`src/rtl/errc_pkg.sv`:
```
package errc_pkg;
  localparam int unsigned StatusW  = 32;
  localparam int unsigned NumFifo  = 16;
  localparam int unsigned NumSm    = 7;
  localparam int unsigned SmBase   = 20;
  localparam int unsigned TypeBase = 28;
  localparam int unsigned InjW     = $clog2(StatusW);

  typedef enum logic [1:0] {
    AddrLock   = 2'd0,
    AddrStatus = 2'd1,
    AddrInject = 2'd2,
    AddrIntrEn = 2'd3
  } reg_addr_e;

  function automatic logic [StatusW-1:0] valid_mask();
    logic [StatusW-1:0] m;
    m = '0;
    for (int i = 0; i < int'(NumFifo); i++) m[i] = 1'b1;
    for (int j = 0; j < int'(NumSm); j++) m[SmBase+j] = 1'b1;
    for (int k = 0; k < 3; k++) m[TypeBase+k] = 1'b1;
    return m;
  endfunction

  localparam logic [StatusW-1:0] ValidMask = valid_mask();
endpackage

```
`src/rtl/errc_sticky_bank.sv`:
```
module errc_sticky_bank
  import errc_pkg::*;
#(
  parameter int unsigned NFifo = NumFifo,
  parameter int unsigned NSm   = NumSm
) (
  input  logic               clk_i,
  input  logic               rst_ni,
  input  logic [NFifo-1:0]   fifo_wfull_i,
  input  logic [NFifo-1:0]   fifo_rempty_i,
  input  logic [NFifo-1:0]   fifo_both_i,
  input  logic [NSm-1:0]     sm_err_i,
  input  logic [StatusW-1:0] inj_i,
  output logic [StatusW-1:0] status_o
);
  logic [StatusW-1:0] set_vec, status_d, status_q;
  logic               upd_en;

  always_comb begin
    set_vec = '0;
    for (int i = 0; i < int'(NFifo); i++)
      set_vec[i] = fifo_wfull_i[i] | fifo_rempty_i[i] | fifo_both_i[i];
    for (int j = 0; j < int'(NSm); j++)
      set_vec[SmBase+j] = sm_err_i[j];
    set_vec[TypeBase]   = |fifo_wfull_i;
    set_vec[TypeBase+1] = |fifo_rempty_i;
    set_vec[TypeBase+2] = |fifo_both_i;
    set_vec = set_vec | (inj_i & ValidMask);
  end

  assign upd_en   = |set_vec;
  assign status_d = status_q | set_vec;

  always_ff @(posedge clk_i or negedge rst_ni) begin
    if (!rst_ni)     status_q <= '0;
    else if (upd_en) status_q <= status_d;
  end

  assign status_o = status_q;

  // no bit ever falls once set
  a_r6_sticky: assert property (@(posedge clk_i) disable iff (!rst_ni)
    1'b1 |=> ((status_q & $past(status_q)) == $past(status_q)));

  // type bits follow any FIFO fault of that kind
  a_r3_type_full: assert property (@(posedge clk_i) disable iff (!rst_ni)
    (|fifo_wfull_i) |=> status_q[TypeBase]);
  a_r3_type_empty: assert property (@(posedge clk_i) disable iff (!rst_ni)
    (|fifo_rempty_i) |=> status_q[TypeBase+1]);

  for (genvar g = 0; g < int'(NFifo); g++) begin : g_fifo_chk
    // per-FIFO bit follows its pulse
    a_r2_fifo_bit: assert property (@(posedge clk_i) disable iff (!rst_ni)
      (fifo_wfull_i[g] | fifo_rempty_i[g] | fifo_both_i[g]) |=> status_q[g]);
  end
endmodule

```
`src/rtl/errc_reg_port.sv`:
```
module errc_reg_port
  import errc_pkg::*;
(
  input  logic               clk_i,
  input  logic               rst_ni,
  input  logic               we_i,
  input  logic [1:0]         addr_i,
  input  logic [StatusW-1:0] wdata_i,
  input  logic [StatusW-1:0] status_i,
  output logic [StatusW-1:0] rdata_o,
  output logic [StatusW-1:0] inj_o,
  output logic               intr_en_o
);
  logic lock_q, lock_d, lock_en;
  logic ien_q, ien_en;
  logic inj_wr;

  assign lock_en = we_i && (addr_i == AddrLock) && !wdata_i[0];
  assign lock_d  = 1'b0;
  assign ien_en  = we_i && (addr_i == AddrIntrEn);
  assign inj_wr  = we_i && (addr_i == AddrInject) && lock_q;

  always_ff @(posedge clk_i or negedge rst_ni) begin
    if (!rst_ni) begin
      lock_q <= 1'b1;
      ien_q  <= 1'b0;
    end else begin
      if (lock_en) lock_q <= lock_d;
      if (ien_en)  ien_q  <= wdata_i[0];
    end
  end

  always_comb begin
    inj_o = '0;
    if (inj_wr) inj_o[wdata_i[InjW-1:0]] = 1'b1;
  end

  always_comb begin
    rdata_o = '0;
    unique case (addr_i)
      AddrLock:   rdata_o[0] = lock_q;
      AddrStatus: rdata_o    = status_i;
      AddrIntrEn: rdata_o[0] = ien_q;
      default:    rdata_o    = '0;
    endcase
  end

  assign intr_en_o = ien_q;

  // lock never returns to 1 without reset
  a_r11_lock_once: assert property (@(posedge clk_i) disable iff (!rst_ni)
    !lock_q |=> !lock_q);
endmodule

```
`src/rtl/err_status_collector.sv`:
```
module err_status_collector
  import errc_pkg::*;
(
  input  logic        clk_i,
  input  logic        rst_ni,
  input  logic [15:0] fifo_wfull_i,
  input  logic [15:0] fifo_rempty_i,
  input  logic [15:0] fifo_both_i,
  input  logic [6:0]  sm_err_i,
  input  logic        reg_we_i,
  input  logic [1:0]  reg_addr_i,
  input  logic [31:0] reg_wdata_i,
  output logic [31:0] reg_rdata_o,
  output logic        alert_o,
  output logic        intr_o
);
  logic [StatusW-1:0] status, inj;
  logic               intr_en;

  errc_reg_port u_regs (
    .clk_i     (clk_i),
    .rst_ni    (rst_ni),
    .we_i      (reg_we_i),
    .addr_i    (reg_addr_i),
    .wdata_i   (reg_wdata_i),
    .status_i  (status),
    .rdata_o   (reg_rdata_o),
    .inj_o     (inj),
    .intr_en_o (intr_en)
  );

  errc_sticky_bank #(.NFifo(NumFifo), .NSm(NumSm)) u_bank (
    .clk_i         (clk_i),
    .rst_ni        (rst_ni),
    .fifo_wfull_i  (fifo_wfull_i),
    .fifo_rempty_i (fifo_rempty_i),
    .fifo_both_i   (fifo_both_i),
    .sm_err_i      (sm_err_i),
    .inj_i         (inj),
    .status_o      (status)
  );

  assign alert_o = |status;
  assign intr_o  = alert_o & intr_en;

  // any state machine fault leads to the alert
  a_r5_sm_alert: assert property (@(posedge clk_i) disable iff (!rst_ni)
    (|sm_err_i) |=> alert_o);

  // reserved positions read zero on the port
  a_r7_reserved: assert property (@(posedge clk_i) disable iff (!rst_ni)
    (reg_addr_i == AddrStatus) |-> ((reg_rdata_o & ~ValidMask) == '0));

  // interrupt never without alert
  a_r9_intr_gate: assert property (@(posedge clk_i) disable iff (!rst_ni)
    intr_o |-> alert_o);
endmodule

```
`config.mk`:
```
export PLATFORM = sky130hd
export DESIGN_NAME = err_status_collector
export DESIGN_NICKNAME = d
export VERILOG_FILES = /design/src/rtl/errc_pkg.sv /design/src/rtl/errc_sticky_bank.sv /design/src/rtl/errc_reg_port.sv /design/src/rtl/err_status_collector.sv
export SDC_FILE = /design/constraint.sdc
export NUM_CORES = 1
export LEC_CHECK = 0
export ABC_AREA = 1
export BUFFER_PORTS_ARGS = -buffer_cell sky130_fd_sc_hd__buf_4
export CORE_UTILIZATION = 35
export DETAILED_ROUTE_END_ITERATION = 10
export PLACE_DENSITY = 0.72
export REMOVE_ABC_BUFFERS = 1
export SYNTH_ARGS = -nofsm -noshare
export SYNTH_HDL_FRONTEND = slang
export SYNTH_HIERARCHICAL = 1
export SYNTH_SLANG_ARGS = --single-unit
```
`constraint.sdc`:
```
create_clock -name clk_i -period 2.1 [get_ports clk_i]
set_clock_uncertainty 0.15 [all_clocks]
set_input_delay 0.21 -clock clk_i [delete_from_list [all_inputs] [get_ports clk_i]]
set_output_delay 0.21 -clock clk_i [all_outputs]
set_load 0.02 [all_outputs]
```
==> results of run 1 <==
## per-stage QoR
step / instance area, um2 / cells
after detailed placement: 2650 / 465
after global placement: 2650 / 465
after floorplan: 1870 / 303
after CTS: 2970 / 496
after global routing: 2960 / 495
final: 2960 / 495
## sequential cells by signal (all words and copies together), names as in the netlist
signal,count
u_bank/status_o,26
u_regs/lock_q,1
u_regs/intr_en_o,1
## worst min-delay path, cell delays in order
cell and delay [ns]:
sky130_fd_sc_hd__buf_4 0.09, sky130_fd_sc_hd__nor2_1 0.03, sky130_fd_sc_hd__nand3b_1 0.06
## layout make-up
type / count / area [um2]
Fill cell: 519 / 2240
Timing Repair Buffer: 118 / 951
Multi-Input combinational cell: 214 / 938
Sequential cell: 28 / 702
Inverter: 61 / 229
Tap cell: 70 / 87.6
Clock buffer: 4 / 55.1
## worst min path at each step
stage / from / to / slack, ns / depth (start not counted)
6_report: fifo_both_i[3] / u_bank/status_o[3] / -0.001 / 3
5_1_grt: fifo_rempty_i[1] / u_bank/status_o[1] / 0.003 / 3
4_1_cts: fifo_both_i[3] / u_bank/status_o[3] / 0.0005 / 3
3_5_place_dp: rst_ni / u_bank/status_o[13] / 0.007 / 1
3_3_place_gp: rst_ni / u_bank/status_o[13] / -0.002 / 1
2_1_floorplan: rst_ni / u_bank/status_o[0] / -0.24 / 0
## power by group through the flow
stage / Sequential [mW] / Clock (mW) / Combinational, mW
after floorplan: 0.557 / 0 / 0.123
after global placement: 0.558 / 0 / 0.306
after detailed placement: 0.558 / 0 / 0.309
after CTS: 0.548 / 0.350 / 0.346
after global routing: 0.549 / 0.373 / 0.380
final: 0.548 / 0.345 / 0.347
## repair_timing
action	CTS	global route
gates resized for setup	0	1
hold buffers	27	0
endpoints found under the setup margin	0	2
hold endpoints to repair	45	0
## routing by layer
metal	vias up	global-route usage [%]	share of wire, %
li1	1151	-	-
met5	-	0	0
met2	68	39.2	50
met1	989	27.0	44
met3	2	3.11	5.7
met4	0	4.42	0.38
==> metrics.txt, run 1 <==
# TYPE chip_impl_metric gauge
chip_impl_metric{name="routed_via_density",unit=""} 4.46
chip_impl_info{name="clockRootBuffer",value="sky130_fd_sc_hd__clkbuf_8"} 1
chip_impl_metric{name="nNetsFinal",unit=""} 518
chip_impl_metric{name="power",unit="mW"} 1.24
chip_impl_metric{name="place_congestion",unit=""} 0.878
chip_impl_metric{name="grt_pass1_vias",unit=""} 2266
chip_impl_metric{name="largest_net_degree_at_the_start_of_global_routing",unit=""} 32
chip_impl_metric{name="wirelength",unit="mm"} 6.02
chip_impl_info{name="path_class",value="in -> reg"} 1
chip_impl_metric{name="min_period",unit="ns"} 1.98
chip_impl_metric{name="core_region_area",unit="um2"} 5200
chip_impl_info{name="timing.rr.end",value="u_bank/status_o[2]"} 1
chip_impl_metric{name="antenna_violations_before_repair",unit=""} 0
chip_impl_metric{name="clk_transition_reported_paths",unit="ns"} 0.10
chip_impl_metric{name="post_syn_area",unit="um2"} 1930
chip_impl_metric{name="slew_headroom",unit="%"} 35.9
chip_impl_metric{name="clock_sinks",unit=""} 28
chip_impl_metric{name="postCtsSetupBuffers",unit=""} 0
chip_impl_metric{name="port-buffer-count",unit=""} 92
chip_impl_info{name="worstSetupStartpointType",value="input port"} 1
chip_impl_info{name="cpMostUsedCell",value="sky130_fd_sc_hd__nor2_1"} 1
chip_impl_metric{name="detailroute.via_count",unit=""} 2210
chip_impl_metric{name="combPwrFrac",unit="%"} 28.0
chip_impl_metric{name="timing.critical_path.arrival",unit="ns"} 2.00
chip_impl_info{name="cp_top_family",value="buffers and inverters"} 1
chip_impl_metric{name="die_h",unit="um"} 76.3
chip_impl_metric{name="synthCells",unit=""} 308
chip_impl_metric{name="boundaryPins",unit=""} 126
chip_impl_metric{name="die_area",unit="um2"} 5820
chip_impl_metric{name="initial_core_util",unit="%"} 37.1
chip_impl_metric{name="final_setup_slack_of_the_worst_path",unit="ns"} 0.118
chip_impl_info{name="timing.critical_path.cells",value="dlygate4sd3_1, buf_4, nand2_1, nor2_1, nand2_2, nor2_1, nor2_1, nand4_1, dlygate4sd3_1"} 1
chip_impl_metric{name="drt_pre_antenna_iters",unit=""} 4
chip_impl_metric{name="clock_path_buffers",unit=""} 2
chip_impl_metric{name="final_min_period_over_clock_period",unit="%"} 94.4
chip_impl_metric{name="power_density",unit="nW/um2"} 418
chip_impl_metric{name="first_iter_violations",unit=""} 99
chip_impl_metric{name="drc_errors_left",unit=""} 0
chip_impl_metric{name="slowest_delay",unit="ns"} 0.56
chip_impl_info{name="critical_path.slowest_cell",value="sky130_fd_sc_hd__dlygate4sd3_1"} 1
chip_impl_metric{name="antenna_cells",unit=""} 0
chip_impl_metric{name="layout-drive-gt1-share",unit="%"} 23.5
chip_impl_metric{name="timing_hold_violations_final",unit=""} 3
chip_impl_metric{name="timing.max_cap.violations",unit=""} 0
chip_impl_metric{name="wl_per_cell",unit="um"} 12.2
chip_impl_info{name="final_common_cell",value="sky130_fd_sc_hd__nor2_1"} 1
chip_impl_metric{name="cts_buffers",unit=""} 3
chip_impl_metric{name="switching_share",unit="%"} 28.7
chip_impl_metric{name="worstPathMaxFanout",unit=""} 7
chip_impl_metric{name="total_switching_power",unit="mW"} 0.356
chip_impl_metric{name="report.final.slew_viol_count",unit=""} 0
chip_impl_metric{name="placementRows",unit=""} 26
chip_impl_info{name="crit-reg2reg-launch",value="u_regs/lock_q"} 1
chip_impl_metric{name="cp_num_cells",unit=""} 9
chip_impl_metric{name="maximum_clock_frequency",unit="MHz"} 505
chip_impl_metric{name="timing.reg2reg.setup_slack",unit="ns"} 0.16
chip_impl_info{name="grt_setup_unrepaired",value="yes"} 1
chip_impl_metric{name="area_growth",unit="%"} 53.5
chip_impl_metric{name="share_clk_of_total_power",unit="%"} 27.8
chip_impl_metric{name="critical_path.n_buffers_inverters",unit=""} 3
chip_impl_metric{name="post-route-util",unit="%"} 56.9
chip_impl_info{name="run_status",value="complete, but fails checks"} 1
chip_impl_info{name="cts_tree",value="built"} 1
chip_impl_metric{name="finalHoldWorstSlack",unit="ns"} -0.00123
chip_impl_info{name="min-delay-path-class",value="in -> reg"} 1
chip_impl_info{name="endpoint_of_the_most_critical_setup_path",value="u_bank/status_o[2]"} 1
chip_impl_metric{name="worstMarginPinSlew",unit="ns"} 0.960
chip_impl_metric{name="clock_latency",unit="ns"} 0.28
chip_impl_metric{name="power_report.internal_total",unit="mW"} 0.884
chip_impl_metric{name="sequentialPowerShare",unit="%"} 44.2
chip_impl_metric{name="ys.warnings.count",unit=""} 6
chip_impl_metric{name="dp.final_hpwl",unit="mm"} 4.50
chip_impl_metric{name="leakage",unit="nW"} 1.59
chip_impl_metric{name="worst_reg_to_reg_cells",unit=""} 7
chip_impl_info{name="critical_path.startpoint",value="reg_we_i"} 1
chip_impl_metric{name="final-setup-viol-count",unit=""} 0
chip_impl_metric{name="ant_nets",unit=""} 0
chip_impl_metric{name="synthesis.area_per_instance",unit="um2"} 6.27
chip_impl_metric{name="htree_levels",unit=""} 1
chip_impl_metric{name="vdd_ir_drop_max",unit="uV"} 214
chip_impl_info{name="critPathCaptureType",value="register"} 1
chip_impl_info{name="layout_common_cells",value="sky130_fd_sc_hd__nor2_1 (125), sky130_fd_sc_hd__buf_4 (92), sky130_fd_sc_hd__inv_1 (61)"} 1
chip_impl_info{name="violations",value="hold timing"} 1
chip_impl_metric{name="global_route_congestion_overflow_total",unit=""} 0
chip_impl_metric{name="detailedPlace.worstSlack",unit="ns"} 0.218
chip_impl_metric{name="gr-usage-all-layers",unit="%"} 21.6
chip_impl_metric{name="worst-endpoint-required",unit="ns"} 2.12
chip_impl_metric{name="timing.setup.tns",unit="ns"} 0
chip_impl_metric{name="global_route_wire_length_before_repair",unit="mm"} 10.2
chip_impl_metric{name="fp.dieW",unit="um"} 76.3
(Power assumes the default switching activity.)
==> inputs of run 2 (changes only) <==
==> constraint.sdc (replaced) <==
create_clock -name clk_i -period 2.1 [get_ports clk_i]
set_clock_uncertainty 0.15 [all_clocks]
set_input_delay 0.42 -clock clk_i [delete_from_list [all_inputs] [get_ports clk_i]]
set_output_delay 0.42 -clock clk_i [all_outputs]
set_load 0.02 [all_outputs]
==> run 2 against run 1 <==
Against the previous run: the flow now finishes without violations; non-clock buffer count decreased by 22; clock-buffer cell count unchanged; critical path depth is 2 lower; combinational power is 10% lower; fmax shrank 0.13%; worst hold slack improved by 0.19 ns; critical path type is now reg -> out.
==> metrics.txt, run 2 (synthesized netlist as in run 1, its figures left out) <==
# TYPE chip_impl_metric gauge
chip_impl_info{name="run_status",value="finished, final reports clean"} 1
chip_impl_metric{name="timing.max_cap.violations",unit=""} 0
chip_impl_metric{name="post-route-util",unit="%"} 52.4
chip_impl_info{name="critPathCaptureType",value="output pin"} 1
chip_impl_metric{name="cts_buffers",unit=""} 3
chip_impl_metric{name="min_period",unit="ns"} 1.98
chip_impl_metric{name="routed_via_density",unit=""} 4.42
chip_impl_metric{name="stdcell_count",unit=""} 473
chip_impl_info{name="cts_tree",value="built"} 1
chip_impl_metric{name="die_h",unit="um"} 76.3
chip_impl_metric{name="power_density",unit="nW/um2"} 427
chip_impl_metric{name="clock_sinks",unit=""} 28
chip_impl_metric{name="boundaryPins",unit=""} 126
chip_impl_info{name="path_class",value="reg -> out"} 1
chip_impl_metric{name="clock_latency",unit="ns"} 0.27
chip_impl_metric{name="worstPathMaxFanout",unit=""} 3
chip_impl_info{name="min-delay-path-class",value="in -> reg"} 1
chip_impl_metric{name="grt_pass1_vias",unit=""} 2076
chip_impl_metric{name="placementRows",unit=""} 26
chip_impl_metric{name="total_switching_power",unit="mW"} 0.339
chip_impl_metric{name="antenna_violations_before_repair",unit=""} 0
chip_impl_metric{name="nNetsFinal",unit=""} 496
chip_impl_metric{name="global_route_wire_length_before_repair",unit="mm"} 9.44
chip_impl_metric{name="sequentialPowerShare",unit="%"} 47.0
chip_impl_metric{name="power_report.internal_total",unit="mW"} 0.826
chip_impl_info{name="clockRootBuffer",value="sky130_fd_sc_hd__clkbuf_8"} 1
chip_impl_metric{name="vdd_ir_drop_max",unit="uV"} 252
chip_impl_metric{name="ant_nets",unit=""} 0
chip_impl_metric{name="leakage",unit="nW"} 1.49
chip_impl_metric{name="share_clk_of_total_power",unit="%"} 26.2
chip_impl_metric{name="core_region_area",unit="um2"} 5200
chip_impl_metric{name="first_iter_violations",unit=""} 132
chip_impl_metric{name="timing.setup.tns",unit="ns"} 0
chip_impl_metric{name="clock_path_buffers",unit=""} 2
chip_impl_metric{name="report.final.slew_viol_count",unit=""} 0
chip_impl_metric{name="worst-endpoint-required",unit="ns"} 1.53
chip_impl_metric{name="largest_reg_flops",unit=""} 26
chip_impl_metric{name="global_route_congestion_overflow_total",unit=""} 0
chip_impl_metric{name="maximum_clock_frequency",unit="MHz"} 504
chip_impl_metric{name="final_layout_fill_cell_count",unit=""} 558
chip_impl_metric{name="power",unit="mW"} 1.16
chip_impl_metric{name="final_min_period_over_clock_period",unit="%"} 94.5
chip_impl_metric{name="area_growth",unit="%"} 41.3
chip_impl_metric{name="htree_levels",unit=""} 1
chip_impl_metric{name="final-setup-viol-count",unit=""} 0
chip_impl_metric{name="dp.final_hpwl",unit="mm"} 4.56
chip_impl_metric{name="antenna_cells",unit=""} 0
chip_impl_metric{name="wl_per_cell",unit="um"} 11.8
chip_impl_metric{name="initial_core_util",unit="%"} 37.1
chip_impl_metric{name="layout-drive-gt1-share",unit="%"} 25.6
chip_impl_info{name="layout_common_cells",value="sky130_fd_sc_hd__nor2_1 (123), sky130_fd_sc_hd__buf_4 (95), sky130_fd_sc_hd__inv_1 (61)"} 1
chip_impl_metric{name="port-buffer-count",unit=""} 92
chip_impl_metric{name="clk_transition_reported_paths",unit="ns"} 0.10
chip_impl_info{name="worstSetupStartpointType",value="register"} 1
chip_impl_metric{name="drt_pre_antenna_iters",unit=""} 4
chip_impl_metric{name="timing_hold_violations_final",unit=""} 0
chip_impl_info{name="final_common_cell",value="sky130_fd_sc_hd__nor2_1"} 1
chip_impl_metric{name="die_area",unit="um2"} 5820
chip_impl_metric{name="combPwrFrac",unit="%"} 26.8
chip_impl_metric{name="gr-usage-all-layers",unit="%"} 20.2
chip_impl_metric{name="timing.reg2reg.setup_slack",unit="ns"} 0.56
chip_impl_metric{name="dpl.cell_count",unit=""} 467
chip_impl_metric{name="place_congestion",unit=""} 0.890
chip_impl_metric{name="largest_net_degree_at_the_start_of_global_routing",unit=""} 29
chip_impl_metric{name="timing.critical_path.arrival",unit="ns"} 1.41
chip_impl_metric{name="detailroute.via_count",unit=""} 2090
chip_impl_metric{name="fp.dieW",unit="um"} 76.3
chip_impl_metric{name="switching_share",unit="%"} 29.1
chip_impl_metric{name="wirelength",unit="mm"} 5.58
chip_impl_metric{name="drc_errors_left",unit=""} 0
-- run 2: cell count changes in the layout (fill, tap and decap cells not counted), sizes merged --
cell and delta:
dlygate4sd3 -25, buf +3
-- run 2: worst max-delay path, cell delays in order (launching register included) --
cell and delay (ns):
sky130_fd_sc_hd__dfrtp_1 0.40, sky130_fd_sc_hd__nor2_1 0.10, sky130_fd_sc_hd__nand2_1 0.09, sky130_fd_sc_hd__nor2_2 0.12, sky130_fd_sc_hd__nand2_1 0.08, sky130_fd_sc_hd__nor2_2 0.14, sky130_fd_sc_hd__nor2_1 0.05, sky130_fd_sc_hd__buf_4 0.15
-- run 2: stage by stage --
| step | area, um2 | setup WS, ns | hold slack (ns) |
|---|---|---|---|
| after floorplan | 1870 | 0.246 | -0.0256 |
| after detailed placement | 2660 | 0.267 | 0.216 |
| final | 2730 | 0.115 | 0.186 |
| after CTS | 2720 | 0.0980 | 0.182 |
| after global placement | 2660 | 0.290 | 0.210 |
| after global routing | 2730 | -0.00678 | 0.178 |
-- run 2: path summary, 6_finish.rpt --
check                                     from                  end  cells past startpoint
max                        u_bank/status_o[14]               intr_o                      7
min                                sm_err_i[0]  u_bank/status_o[20]                      2
max reg2reg                      u_regs/lock_q  u_bank/status_o[30]                      8
min reg2reg                u_bank/status_o[25]  u_bank/status_o[25]                      1
max in group asynchronous               rst_ni        u_regs/lock_q                      2
min in group asynchronous               rst_ni  u_bank/status_o[13]                      2
-- run 2: metal layers --
layer | routed length [um] | GRT usage, % | share of wire [%]
met1 | 2600 | 26.6 | 47
met4 | 23 | 4.42 | 0.41
met2 | 2690 | 34.9 | 48
met5 | 0 | 0 | 0
met3 | 269 | 2.87 | 4.8
-- run 2: cell type report --
class	count	area [um2]	share of cell area [%]
clock buffer	4	45.0	1.65
inverter	61	229	8.39
multi-input combinational	214	941	34.5
sequential	28	702	25.7
tap	70	87.6	3.21
timing repair buffer	96	723	26.5
-- run 2: power groups by stage --
stage                     Sequential, mW  Clock, mW  Combinational (mW)
after floorplan                    0.557          0               0.123
after global placement             0.558          0               0.309
after detailed placement           0.558          0               0.311
after CTS                          0.548      0.315               0.313
after global routing               0.548      0.342               0.344
final                              0.548      0.305               0.312
-- run 2: what timing repair did --
item                                    in CTS  in global routing
buffers inserted                             0                  1
endpoints found under the setup margin       0                  2
hold buffers                                 1                  0
resized for setup                            0                  2
hold endpoints to repair                    27                  0
==> inputs of run 3 (changes only) <==
--- a/config.mk
+++ b/config.mk
@@ -5,11 +5,10 @@
 export SDC_FILE = /design/constraint.sdc
 export NUM_CORES = 1
 export LEC_CHECK = 0
-export ABC_AREA = 1
 export BUFFER_PORTS_ARGS = -buffer_cell sky130_fd_sc_hd__buf_4
 export CORE_UTILIZATION = 35
 export DETAILED_ROUTE_END_ITERATION = 10
-export PLACE_DENSITY = 0.72
+export PLACE_DENSITY = 0.75
 export REMOVE_ABC_BUFFERS = 1
 export SYNTH_ARGS = -nofsm -noshare
 export SYNTH_HDL_FRONTEND = slang
==> run 3 against run 2 <==
Against the previous run: the flow now finishes with violations (setup timing); core utilization grew 2.4 points; cell area decreased by 5.6%; cell count is 25% lower; area after synthesis fell by 12%; flip-flop and latch count stayed put; sequential power about the same; power is 0.64% higher; die area decreased by 11%; critical path type unchanged; critical endpoint is now alert_o; largest cell class unchanged.
==> metrics.txt, run 3 <==
# TYPE chip_impl_metric gauge
chip_impl_info{name="run_status",value="complete, but fails checks"} 1
chip_impl_info{name="violations",value="setup timing"} 1
chip_impl_metric{name="initial_core_util",unit="%"} 36.3
chip_impl_metric{name="largest_reg_flops",unit=""} 26
chip_impl_metric{name="holdPathStages",unit=""} 2
chip_impl_info{name="hold_path_startpoint",value="reg_we_i"} 1
chip_impl_metric{name="multi_input_area",unit="um2"} 971
chip_impl_metric{name="port-buffer-count",unit=""} 92
chip_impl_metric{name="clock_latency",unit="ns"} 0.28
chip_impl_metric{name="detailroute.via_count",unit=""} 1857
chip_impl_metric{name="global_route_congestion_overflow_total",unit=""} 0
chip_impl_metric{name="final_layout_fill_cell_count",unit=""} 479
chip_impl_metric{name="fp.dieW",unit="um"} 71.8
chip_impl_info{name="crit-reg2reg-launch",value="u_regs/lock_q"} 1
chip_impl_metric{name="die_area",unit="um2"} 5150
chip_impl_metric{name="htree_levels",unit=""} 1
chip_impl_metric{name="synthesis.area_per_instance",unit="um2"} 8.23
chip_impl_metric{name="layout.area.seq",unit="um2"} 702
chip_impl_metric{name="wirelength",unit="mm"} 5.43
chip_impl_metric{name="first_iter_violations",unit=""} 94
chip_impl_metric{name="power_density",unit="nW/um2"} 455
chip_impl_info{name="layout_common_cells",value="sky130_fd_sc_hd__buf_4 (97), sky130_fd_sc_hd__nor3_1 (41), sky130_fd_sc_hd__and2_1 (31)"} 1
chip_impl_metric{name="die_h",unit="um"} 71.8
chip_impl_metric{name="global_route_wire_length_before_repair",unit="mm"} 8.60
chip_impl_info{name="timing.rr.end",value="u_bank/status_o[30]"} 1
chip_impl_metric{name="clock_sinks",unit=""} 28
chip_impl_metric{name="finalHoldWorstSlack",unit="ns"} 0.154
chip_impl_info{name="critical_path.startpoint",value="u_bank/status_o[11]"} 1
chip_impl_metric{name="wl_per_cell",unit="um"} 15.2
chip_impl_metric{name="total_switching_power",unit="mW"} 0.329
chip_impl_metric{name="maximum_clock_frequency",unit="MHz"} 461
chip_impl_info{name="min-delay-path-class",value="in -> reg"} 1
chip_impl_metric{name="timing.critical_path.arrival",unit="ns"} 1.60
chip_impl_metric{name="placementRows",unit=""} 25
chip_impl_metric{name="boundaryPins",unit=""} 126
chip_impl_metric{name="post-route-util",unit="%"} 54.9
chip_impl_metric{name="routed_via_density",unit=""} 5.22
chip_impl_metric{name="share_clk_of_total_power",unit="%"} 26.3
chip_impl_metric{name="cts_buffers",unit=""} 3
chip_impl_metric{name="worst-endpoint-required",unit="ns"} 1.53
chip_impl_info{name="path_class",value="reg -> out"} 1
chip_impl_metric{name="drc_errors_left",unit=""} 0
chip_impl_metric{name="largest_net_degree_at_the_start_of_global_routing",unit=""} 32
chip_impl_metric{name="drt_pre_antenna_iters",unit=""} 4
chip_impl_metric{name="timing_hold_violations_final",unit=""} 0
chip_impl_metric{name="dp.final_hpwl",unit="mm"} 4.46
chip_impl_metric{name="antenna_cells",unit=""} 0
chip_impl_metric{name="post_syn_area",unit="um2"} 1700
chip_impl_metric{name="final_min_period_over_clock_period",unit="%"} 103
chip_impl_info{name="critPathCaptureType",value="output pin"} 1
chip_impl_metric{name="final_setup_slack_of_the_worst_path",unit="ns"} -0.0712
chip_impl_metric{name="leakage",unit="nW"} 1.03
chip_impl_metric{name="antenna_violations_before_repair",unit=""} 0
chip_impl_metric{name="clock_path_buffers",unit=""} 2
chip_impl_metric{name="timing.reg2reg.setup_slack",unit="ns"} 0.27
chip_impl_info{name="worstSetupStartpointType",value="register"} 1
chip_impl_metric{name="ant_nets",unit=""} 0
chip_impl_metric{name="report.final.slew_viol_count",unit=""} 0
chip_impl_metric{name="nNetsFinal",unit=""} 395
chip_impl_metric{name="switching_share",unit="%"} 28.0
chip_impl_metric{name="synthCells",unit=""} 207
chip_impl_metric{name="worstPathMaxFanout",unit=""} 3
chip_impl_metric{name="min_period",unit="ns"} 2.17
chip_impl_info{name="final_common_cell",value="sky130_fd_sc_hd__buf_4"} 1
chip_impl_metric{name="core_region_area",unit="um2"} 4690
chip_impl_metric{name="combPwrFrac",unit="%"} 27.0
chip_impl_info{name="grt_setup_unrepaired",value="yes"} 1
chip_impl_metric{name="place_congestion",unit=""} 0.828
chip_impl_info{name="cts_tree",value="built"} 1
chip_impl_metric{name="clk_transition_reported_paths",unit="ns"} 0.09
chip_impl_metric{name="gr-usage-all-layers",unit="%"} 22.3
chip_impl_metric{name="final-setup-viol-count",unit=""} 2
chip_impl_info{name="clockRootBuffer",value="sky130_fd_sc_hd__clkbuf_8"} 1
chip_impl_metric{name="layout-drive-gt1-share",unit="%"} 38.1
chip_impl_metric{name="timing.max_cap.violations",unit=""} 0
chip_impl_metric{name="sequentialPowerShare",unit="%"} 46.7
chip_impl_metric{name="grt_pass1_vias",unit=""} 1815
chip_impl_metric{name="area_growth",unit="%"} 51.0
chip_impl_metric{name="vdd_ir_drop_max",unit="uV"} 207
chip_impl_info{name="timing.hold.worst_endpoint",value="u_regs/lock_q"} 1
chip_impl_metric{name="worst_reg_to_reg_cells",unit=""} 5
chip_impl_metric{name="power_report.internal_total",unit="mW"} 0.843
chip_impl_metric{name="ys.warnings.count",unit=""} 6
run 3: metrics by stage:
| stage | total power, mW | worst slack, ns | TNS [ns] | cells | area [um2] |
|---|---|---|---|---|---|
| floorplan | 0.672 | 0.0228 | 0 | 197 | 1640 |
| global placement | 0.865 | 0.111 | 0 | 350 | 2460 |
| detailed placement | 0.869 | 0.110 | 0 | 350 | 2460 |
| CTS | 1.18 | -0.0911 | -0.156 | 356 | 2560 |
| global route | 1.23 | -0.157 | -0.285 | 356 | 2570 |
| finish | 1.17 | -0.0712 | -0.116 | 356 | 2570 |
run 3: worst max-delay path: stages, from the launching register on:
cell,delay [ns]
sky130_fd_sc_hd__dfrtp_1,0.41
sky130_fd_sc_hd__nor4_2,0.33
sky130_fd_sc_hd__nand4_1,0.18
sky130_fd_sc_hd__or2_1,0.26
sky130_fd_sc_hd__buf_6,0.13
run 3: final cells by class:
class,count,share of cell area (%)
clock buffers,4,1.75
inverters,2,0.292
multi-input cells,167,37.7
flip-flops and latches,28,27.3
well taps,54,2.63
repair buffers,101,30.3
run 3: power groups by stage:
stage	Clock, mW	Combinational, mW	Sequential, mW
2_1_floorplan	0	0.114	0.557
3_3_place_gp	0	0.307	0.558
3_5_place_dp	0	0.311	0.558
4_1_cts	0.315	0.317	0.547
5_1_grt	0.346	0.341	0.548
6_report	0.309	0.316	0.547
run 3: what timing repair did:
item / 4_1_cts / 5_1_grt
pin swaps: 2 / 2
endpoints found under the hold margin: 27 / 0
resized for setup: 6 / 2
gates cloned: 0 / 0
setup buffers: 1 / 0
hold buffers: 1 / 0
setup endpoints to repair: 2 / 2
run 3: routing by layer:
layer	track usage, %	wire [um]	vias to the layer above
li1	-	-	920
met4	7.19	65	0
met2	37.9	2650	99
met1	29.1	2250	833
met3	3.23	457	5
met5	0	0	-
run 3: worst max-delay path by stage:
stage                                endpoint
after floorplan           u_bank/status_o[29]
after global placement                alert_o
after detailed placement              alert_o
after CTS                             alert_o
after global routing                  alert_o
final                                 alert_o
